==> src/rtl/hws_pkg.sv <==
package hws_pkg;
   typedef enum logic [1:0] {
      ST_RUN  = 2'd0,
      ST_HIB  = 2'd1,
      ST_FILT = 2'd2,
      ST_HOLD = 2'd3
   } hws_state_e;

   localparam int unsigned HWS_ADDR_HIB  = 0;
   localparam int unsigned HWS_ADDR_FLT  = 1;
   localparam int unsigned HWS_ADDR_HOLD = 2;
endpackage

==> src/rtl/hws_field_reg.sv <==
module hws_field_reg #(
   parameter int unsigned DATA_W = 32,
   parameter int unsigned ADDR_W = 4,
   parameter int unsigned ADDR   = 1,
   parameter int unsigned LSB    = 5,
   parameter int unsigned W      = 11
) (
   input  logic              clk,
   input  logic              rst_n,
   input  logic              wr_en,
   input  logic [ADDR_W-1:0] wr_addr,
   input  logic [DATA_W-1:0] wr_data,
   output logic [W-1:0]      field
);
   localparam logic [ADDR_W-1:0] MY_ADDR = ADDR_W'(ADDR);

   generate
      if (LSB + W > DATA_W) begin : g_bad
         $error("field does not fit in data word");
      end
   endgenerate

   always_ff @(posedge clk or negedge rst_n) begin
      if (!rst_n)
         field <= '0;
      else if (wr_en && wr_addr == MY_ADDR)
         field <= wr_data[LSB +: W];
   end
endmodule

==> src/rtl/hws_span_cnt.sv <==
module hws_span_cnt #(
   parameter int unsigned W = 16
) (
   input  logic         clk,
   input  logic         rst_n,
   input  logic         clr,
   input  logic         step,
   input  logic [W-1:0] limit,
   output logic         hit
);
   logic [W-1:0] cnt;
   logic [W:0]   lim_eff;
   logic [W:0]   cnt_nxt;

   always_comb begin
      lim_eff = (limit == '0) ? (W+1)'(1) : {1'b0, limit};
      cnt_nxt = {1'b0, cnt} + (W+1)'(1);
      hit     = step && !clr && (cnt_nxt >= lim_eff);
   end

   always_ff @(posedge clk or negedge rst_n) begin
      if (!rst_n)
         cnt <= '0;
      else if (clr || hit)
         cnt <= '0;
      else if (step)
         cnt <= cnt_nxt[W-1:0];
   end

   AST_CNT_CLEARED : assert property (@(posedge clk) disable iff (!rst_n)
      clr |=> cnt == '0);
endmodule

==> src/rtl/hws_fsm.sv <==
module hws_fsm
   import hws_pkg::*;
(
   input  logic       clk,
   input  logic       rst_n,
   input  logic       hib_req,
   input  logic       tick,
   input  logic       wake_pin,
   input  logic       flt_hit,
   input  logic       hold_hit,
   output hws_state_e state
);
   hws_state_e state_nxt;

   always_comb begin
      state_nxt = state;
      unique case (state)
         ST_RUN:  if (hib_req) state_nxt = ST_HIB;
         ST_HIB:  if (tick && wake_pin) state_nxt = flt_hit ? ST_HOLD : ST_FILT;
         ST_FILT: if (tick) begin
                     if (!wake_pin)    state_nxt = ST_HIB;
                     else if (flt_hit) state_nxt = ST_HOLD;
                  end
         ST_HOLD: if (hold_hit) state_nxt = ST_RUN;
         default: state_nxt = ST_RUN;
      endcase
   end

   always_ff @(posedge clk or negedge rst_n) begin
      if (!rst_n) state <= ST_RUN;
      else        state <= state_nxt;
   end

   AST_HIB_ENTRY : assert property (@(posedge clk) disable iff (!rst_n)
      (state == ST_RUN && hib_req) |=> state == ST_HIB);
   AST_NO_WAKE_NO_PIN : assert property (@(posedge clk) disable iff (!rst_n)
      ((state == ST_HIB || state == ST_FILT) && !(tick && wake_pin)) |=> state != ST_HOLD);
   AST_FILTER_DROP : assert property (@(posedge clk) disable iff (!rst_n)
      (state == ST_FILT && tick && !wake_pin) |=> state == ST_HIB);
   AST_HOLD_WAITS_TICK : assert property (@(posedge clk) disable iff (!rst_n)
      (state == ST_HOLD && !tick) |=> state == ST_HOLD);
   AST_HIB_IGNORED : assert property (@(posedge clk) disable iff (!rst_n)
      (state == ST_HOLD && hib_req) |=> state != ST_HIB);
endmodule

==> src/rtl/hws_hib_seq.sv <==
module hws_hib_seq
   import hws_pkg::*;
#(
   parameter int unsigned DATA_W    = 32,
   parameter int unsigned ADDR_W    = 4,
   parameter int unsigned UNIT_LOG2 = 5,
   parameter int unsigned FLT_W     = 11,
   parameter int unsigned HOLD_W    = 7
) (
   input  logic              clk,
   input  logic              rst_n,
   input  logic              wr_en,
   input  logic [ADDR_W-1:0] wr_addr,
   input  logic [DATA_W-1:0] wr_data,
   input  logic              tick,
   input  logic              wake_pin,
   output logic              pwr_en,
   output logic              rst_out_n,
   output logic [1:0]        pwr_state
);
   localparam int unsigned FCNT_W = FLT_W + UNIT_LOG2;
   localparam int unsigned HCNT_W = HOLD_W + UNIT_LOG2;
   localparam logic [ADDR_W-1:0] A_HIB = ADDR_W'(HWS_ADDR_HIB);

   generate
      if (ADDR_W < 2) begin : g_addr_chk
         $error("ADDR_W too small for register map");
      end
      if (UNIT_LOG2 + FLT_W > DATA_W || UNIT_LOG2 + HOLD_W > DATA_W) begin : g_fld_chk
         $error("field widths exceed data width");
      end
   endgenerate

   logic [FLT_W-1:0]  flt_field;
   logic [HOLD_W-1:0] hold_field;
   logic              hib_req, flt_hit, hold_hit;
   logic              sleeping;
   hws_state_e        state;

   hws_field_reg #(.DATA_W(DATA_W), .ADDR_W(ADDR_W), .ADDR(HWS_ADDR_FLT),
                   .LSB(UNIT_LOG2), .W(FLT_W)) u_flt_reg (
      .clk(clk), .rst_n(rst_n), .wr_en(wr_en), .wr_addr(wr_addr),
      .wr_data(wr_data), .field(flt_field));

   hws_field_reg #(.DATA_W(DATA_W), .ADDR_W(ADDR_W), .ADDR(HWS_ADDR_HOLD),
                   .LSB(UNIT_LOG2), .W(HOLD_W)) u_hold_reg (
      .clk(clk), .rst_n(rst_n), .wr_en(wr_en), .wr_addr(wr_addr),
      .wr_data(wr_data), .field(hold_field));

   assign hib_req  = wr_en && (wr_addr == A_HIB) && wr_data[0];
   assign sleeping = (state == ST_HIB) || (state == ST_FILT);

   hws_span_cnt #(.W(FCNT_W)) u_flt_cnt (
      .clk(clk), .rst_n(rst_n),
      .clr(!sleeping || (tick && !wake_pin)),
      .step(sleeping && tick && wake_pin),
      .limit({flt_field, {UNIT_LOG2{1'b0}}}),
      .hit(flt_hit));

   hws_span_cnt #(.W(HCNT_W)) u_hold_cnt (
      .clk(clk), .rst_n(rst_n),
      .clr(state != ST_HOLD),
      .step(state == ST_HOLD && tick),
      .limit({hold_field, {UNIT_LOG2{1'b0}}}),
      .hit(hold_hit));

   hws_fsm u_fsm (
      .clk(clk), .rst_n(rst_n), .hib_req(hib_req), .tick(tick),
      .wake_pin(wake_pin), .flt_hit(flt_hit), .hold_hit(hold_hit),
      .state(state));

   assign pwr_en    = (state == ST_RUN) || (state == ST_HOLD);
   assign rst_out_n = (state == ST_RUN);
   assign pwr_state = state;

   AST_RELEASE_FROM_HOLD : assert property (@(posedge clk) disable iff (!rst_n)
      $rose(rst_out_n) |-> $past(pwr_state) == 2'd3);
   AST_WAKE_NEEDS_TICK : assert property (@(posedge clk) disable iff (!rst_n)
      (!pwr_en && !tick) |=> !pwr_en);
endmodule

==> config.mk <==
export PLATFORM = sky130hd
export DESIGN_NAME = hws_hib_seq
export DESIGN_NICKNAME = d
export VERILOG_FILES = /design/src/rtl/hws_pkg.sv /design/src/rtl/hws_field_reg.sv /design/src/rtl/hws_span_cnt.sv /design/src/rtl/hws_fsm.sv /design/src/rtl/hws_hib_seq.sv
export SDC_FILE = /design/constraint.sdc
export NUM_CORES = 1
export LEC_CHECK = 0
export ABC_AREA = 1
export BUFFER_PORTS_ARGS = -buffer_cell sky130_fd_sc_hd__buf_4
export CAP_MARGIN = 10
export CORE_MARGIN = 2
export CORE_UTILIZATION = 45
export DETAILED_ROUTE_END_ITERATION = 16
export HOLD_SLACK_MARGIN = 0.03
export PLACE_DENSITY_LB_ADDON = 0.08
export SYNTH_ARGS = -nofsm -noshare
export SYNTH_HDL_FRONTEND = slang
export SYNTH_SLANG_ARGS = --single-unit
==> constraint.sdc <==
create_clock -name clk -period 5.35 [get_ports clk]
set_input_delay 0.535 -clock clk [delete_from_list [all_inputs] [get_ports clk]]
set_output_delay 0.535 -clock clk [all_outputs]
set_load 0.05 [all_outputs]
; ---- Yosys cells after proc, flatten, opt, wreduce, memory -nomap -nowiden
; Index checks and enable logic that the tools add are counted.
; Widths: inputs -> output; s select.
[op_classes]
add_sub_neg = 2
magnitude_cmp = 2
eq_ne = 11
mux = 14
reduce_logical = 29
[ops]
columns = cell, n
row1 = $mux 16, 3
row2 = $mux 12, 3
row3 = $add 16x1->17 const B, 1
row4 = $ge 17x17->1, 1
row5 = $logic_not 16->1, 1
row6 = $add 12x1->13 const B, 1
row7 = $ge 13x13->1, 1
row8 = $logic_and 1x1->1, 13
row9 = $logic_not 12->1, 1
row10 = $mux 2, 6
row11 = $pmux 2 s4, 1
row12 = $ne 2x1->1 const B, 3
row13 = $logic_or 1x1->1, 5
row14 = $reduce_and 5->1, 1
row15 = $eq 2x2->1 const B, 2
row16 = $eq 4x1->1 const B, 1
row17 = $eq 4x2->1 const B, 1
row18 = $logic_not 1->1, 4
row19 = $logic_not 4->1, 1
row20 = $ne 2x2->1 const B, 2
row21 = $reduce_bool 2->1, 2
row22 = $ne 3x2->1 const B, 1
row23 = $eq 2x1->1 const B, 1
row24 = $logic_not 2->1, 1
row25 = $mux 1, 1
[totals]
ff_bits = 48
in_bits = 41
output_inout_bits = 4

; ---- Longest topological paths before layout
[depth]
word_depth = 11
depth_mapped = 21

; ---- Modules after synthesis
; A second synthesis with hierarchy kept.
[unflattened]
hier_cells = 530
area_unflattened_um2 = 3823.7
[modules_own_cells]
columns = module, instances, cells_per_inst, area_per_inst_um2
row1 = hws_span_cnt at u_flt_cnt, 1, 213, 1542.7
row2 = hws_span_cnt at u_hold_cnt, 1, 173, 1186.1
row3 = hws_field_reg at u_flt_reg, 1, 52, 484.2
row4 = hws_field_reg at u_hold_reg, 1, 33, 301.5
row5 = hws_fsm, 1, 40, 216.5
row6 = hws_hib_seq, 1, 19, 92.6

; ---- Least setup slack after synthesis
; Ideal clock, no wire load.
[synth_path]
kind = register to register
startpoint = register u_fsm.state[0]
endpoint = register u_flt_cnt.cnt[4]
arrival_time_ns = 2.511
slack_ns = 2.712
path_stages_with_launch = 10
cell_sequence = dfrtp_1 > inv_1 > ha_1 > inv_1 > nor2_1 > nor2_1 > inv_1 > buf_2 > nand2_1 > o22ai_2
[synth_between]
elab_chain_len = 9
[synth_lines]
columns = item, line
row1 = "start, declared", hws_fsm.sv:11  ; output hws_state_e state
row2 = "start signal, assigned", hws_fsm.sv:31  ; else state <= state_nxt;
row3 = $eq 2x1->1 / $eq 2x2->1 (equally long branches), hws_hib_seq.sv:51  ; assign sleeping = (state == ST_HIB) || (state == ST_FILT);
row4 = $logic_or 1x1->1 (*), hws_hib_seq.sv:51
row5 = $logic_not 1->1, hws_hib_seq.sv:55  ; .clr(!sleeping || (tick && !wake_pin)),
row6 = $logic_or 1x1->1, hws_hib_seq.sv:55
row7 = $logic_not 1->1, hws_span_cnt.sv:18  ; hit = step && !clr && (cnt_nxt >= lim_eff);
row8 = $logic_and 1x1->1 (2 in a row), hws_span_cnt.sv:18
row9 = $logic_or 1x1->1, hws_span_cnt.sv:24  ; else if (clr || hit)
row10 = $mux 16 / $reduce_bool 2->1 (equally long branches), n/a
row11 = "end signal, assigned", hws_span_cnt.sv:27  ; cnt <= cnt_nxt[W-1:0];
row12 = "end, declared", hws_span_cnt.sv:11  ; logic [W-1:0] cnt;
; Mark *: on every way between the ends. The rest lies on a longest branch, timed or not.
; A chain may end at the register's enable or synchronous reset.

; ---- Worst setup path after layout
[layout_path]
startpoint = register u_flt_cnt.cnt[0]
endpoint = register u_flt_cnt.cnt[5]
[layout_between]
elab_chain_len = 5
[layout_lines]
columns = item, line
row1 = $add 16x1->17 (*), hws_span_cnt.sv:17  ; cnt_nxt = {1'b0, cnt} + (W+1)'(1);
row2 = $ge 17x17->1, hws_span_cnt.sv:18
row3 = $logic_and 1x1->1, hws_span_cnt.sv:18
row4 = $logic_or 1x1->1, hws_span_cnt.sv:24
row5 = $mux 16 / $reduce_bool 2->1 (equally long branches), n/a
; Mark *: on every way between the ends. The rest lies on a longest branch, timed or not. The select of a mux whose other input is x is not followed.

==> impl_results.md <==
- Crit path max-delay cell type: dfrtp_1
- Worst Setup SP: u_flt_cnt.cnt[0]
- Req. time, crit path: 5.58 ns
- Worst-Skew Late Latency: 0.31 ns
- Die Span Y: 89.1 um
- Cells after Synth: 417
- Netlist Area Pre-Place: 3260 sq um
- Hold buffer count at CTS: 0
- Gpl congestion: 0.824
- Slew Viols, Final: 0
- Clock skew: 0.0108 ns
- Initial antenna violation count: 0
- Sequential-to-total area share from yosys stat: 36.8%
- Maximum root-to-sink buffer count: 2
- Ports: 45
- Post-synthesis cell type count: 34
- Vias in the first global route: 2450
- Vias per cell: 4.83
- FF-to-FF Start: u_flt_cnt.cnt[0]
- Remaining antenna violation count: 0
- Setup TNS: 0 ns
- Min Tclk post-route: 3.06 ns
- Worst setup margin: 2.29 ns
- Yosys reg bits: 48
- Pin count of the biggest net entering global routing: 49
- Share of layout cells above drive strength 1: 14.7%
- H-tree Lvls: 2
- Setup crit start kind: flip-flop
- Number of cells on the worst reg-to-reg path: 14
- Resize count post-CTS: 0
- Reg2Reg Capture Point: u_flt_cnt.cnt[5]
- Core area: 7140 sq um
- Synthesized Nets: 484
- Drc violations: 0
- Area contributors post-synth: dfrtp_1 37%, nand2_1 12%, ha_1 10%
- Total track usage: 18.8%
- Initial Util: 45.7%
- Number of max-cap violations: 0
- Final setup viols: 0
- Fin. Hold Viols: 0
- Inserted Diodes: 0
- Worst path arrival time: 3.29 ns
- CTS tree: built
- Clock Sinks: 48
- Total number of vias: 2620
- Worst Setup End Kind: flip-flop
- DP HPWL: 5200 um
- Worst hold margin: 0.233 ns
- Chip width: 89.1 um
- Most frequent cells in the layout: 106 x nand2_1, 65 x inv_1, 48 x dfrtp_1, 31 x o21ai_0, 28 x nor2_1
- Power Density: 324 nW/um^2
- Post-synth top area cell: dfrtp_1
- Critical path's most frequent cell: nand2_4
- First-pass GRT wire length: 11500 um
- Pre-CTS setup slack: 2.27 ns
- Most common cell after layout, fill and taps aside: nand2_1
- WL/cell: 12.5 um
- 1st-pass router iterations: 4
- Nets: 509
- GRT overflow: 0
- Reg2Reg Setup Slack: 2.29 ns
- IO Port Bufs: 24
- Leakage: 1.84 nW
- Share of the synthesized area in the top cell type: 36.8%
- Synth warn: 0
- Slew HR: 44.0%
- CTS Root Cell: clkbuf_8
- Syn_area_per_cell: 7.82 sq um
- Crit path cell chain: ha_1 > nand2_1 > nand3b_1 > nor3_1 > xor2_1 > ha_1 > a21o_1 > a21oi_1 > nand3_2 > nor2_4 > nand2_4 > nand2_4 > nand2_4 > o21ai_0
- Postcts setup bufs: 0
- Row count: 31
- Crit path to: u_flt_cnt.cnt[5]
- CTS Buf Count: 5
- Fmax: 327 MHz
- Worst-path clk slew: 0.10 ns
- Routed WL: 6800 um
- Fin crit share: 57.2%
- Layout Utilization: 51.0%
- Status: finished clean
- Finished Layout Cells: 542
- RSZ-0062 raised after global routing: false
- Max IR drop VDD: 283 uV
- Placed insts: 534
- Slowest stage delay, CP: 0.45 ns
- Area Overhead vs Synth: 11.6%
- Crit-path max FO: 14
- Worst Tran Pin Value: 0.839 ns
- Die ar.: 7950 sq um
- Setup CP Type: reg -> reg
- Hold Path Class: in -> async
- Drt first-iter violations: 96
==> final cells by class <==
type                       instances  area, sq um
sequential                        48         1200
clock buffer                       5         68.8
multi-input combinational        296         1770
fill                             735         3500
tap                               99          124
clock inverter                     3         46.3
timing repair buffer              24          180
inverter                          67          251
==> routing by layer <==
metal  GRT usage, %  up-vias  wire (um)
li1               -     1392          -
met1           25.8     1198       3280
met2           31.0       25       3280
met3           3.42        5        169
met4           4.07        0         65
met5              0        -          0
==> critical path: cells and delay by family, from the launching register on <==
family / cells / cell delay, ns
AO/OA/AOI/OAI: 3 / 0.60
flip-flops: 1 / 0.45
adder cells (fa/ha/maj): 2 / 0.55
AND/OR/NAND/NOR: 8 / 1.16
XOR/XNOR: 1 / 0.22
==> per-stage QoR <==
step / power [mW] / area (sq um)
after detailed placement: 0.907 / 3520
after global placement: 0.904 / 3520
after global routing: 1.26 / 3640
after CTS: 1.19 / 3640
after floorplan: 0.805 / 3260
final: 1.18 / 3640
==> cells in the mapped netlist <==
master and number:
nor3_4 1, nand4_1 9, mux2i_1 1, clkbuf_1 3, nand2_1 106, nor3b_1 1
buf_2 2, a21o_1 1, nand3b_1 1, nor2_1 28, a211oi_1 1, a21oi_1 13
or2_2 1, o21ai_2 2, o21ai_0 31, nor4_1 3, nor2_4 3, o22ai_1 2
nand2_4 3, ha_1 26, nor3_1 5, dfrtp_1 48, o22ai_2 8, o31ai_1 1
inv_2 2, nand3_1 18, inv_1 65, nand2_2 4, a31oi_1 1, xor2_2 1
nand3_2 4, buf_12 1, xor2_1 17, nor2_2 4
==> how the worst min path moves through the flow <==
stage / to / startpoint / slack (ns) / cells after the start
detailed placement: u_flt_reg.field[1] / u_flt_reg.field[1] / 0.48 / 2
global route: u_flt_cnt.cnt[4] / rst_n / 0.29 / 1
finish: u_flt_cnt.cnt[4] / rst_n / 0.23 / 1
global placement: u_flt_reg.field[1] / u_flt_reg.field[1] / 0.47 / 2
floorplan: u_flt_cnt.cnt[0] / rst_n / 0.24 / 0
CTS: u_flt_cnt.cnt[4] / rst_n / 0.27 / 1
==> logic make-up after synthesis <==
family / count (synthesis) / share of synthesized area (%)
adders and majority gates: 26 / 9.97
and+or+nand+nor: 191 / 27.2
xor gates and xnor gates: 18 / 5.06
buffers and inverters: 73 / 8.98
DFF: 48 / 36.8
muxes: 1 / 0.307
AOI/OAI and AO/OA: 60 / 11.6
==> registers in the layout, summed over array words and instances (netlist names) <==
signal	count
u_hold_cnt.cnt	12
u_flt_reg.field	11
u_flt_cnt.cnt	16
u_fsm.state	2
u_hold_reg.field	7
==> power breakdown <==
part	total, mW	switching [mW]	internal [mW]
clock	0.280	0.139	0.141
combinational	0.454	0.322	0.132
sequential	0.444	0.0388	0.405
total	1.18	0.499	0.678
No activity file was read; power rests on OpenSTA's default activity.
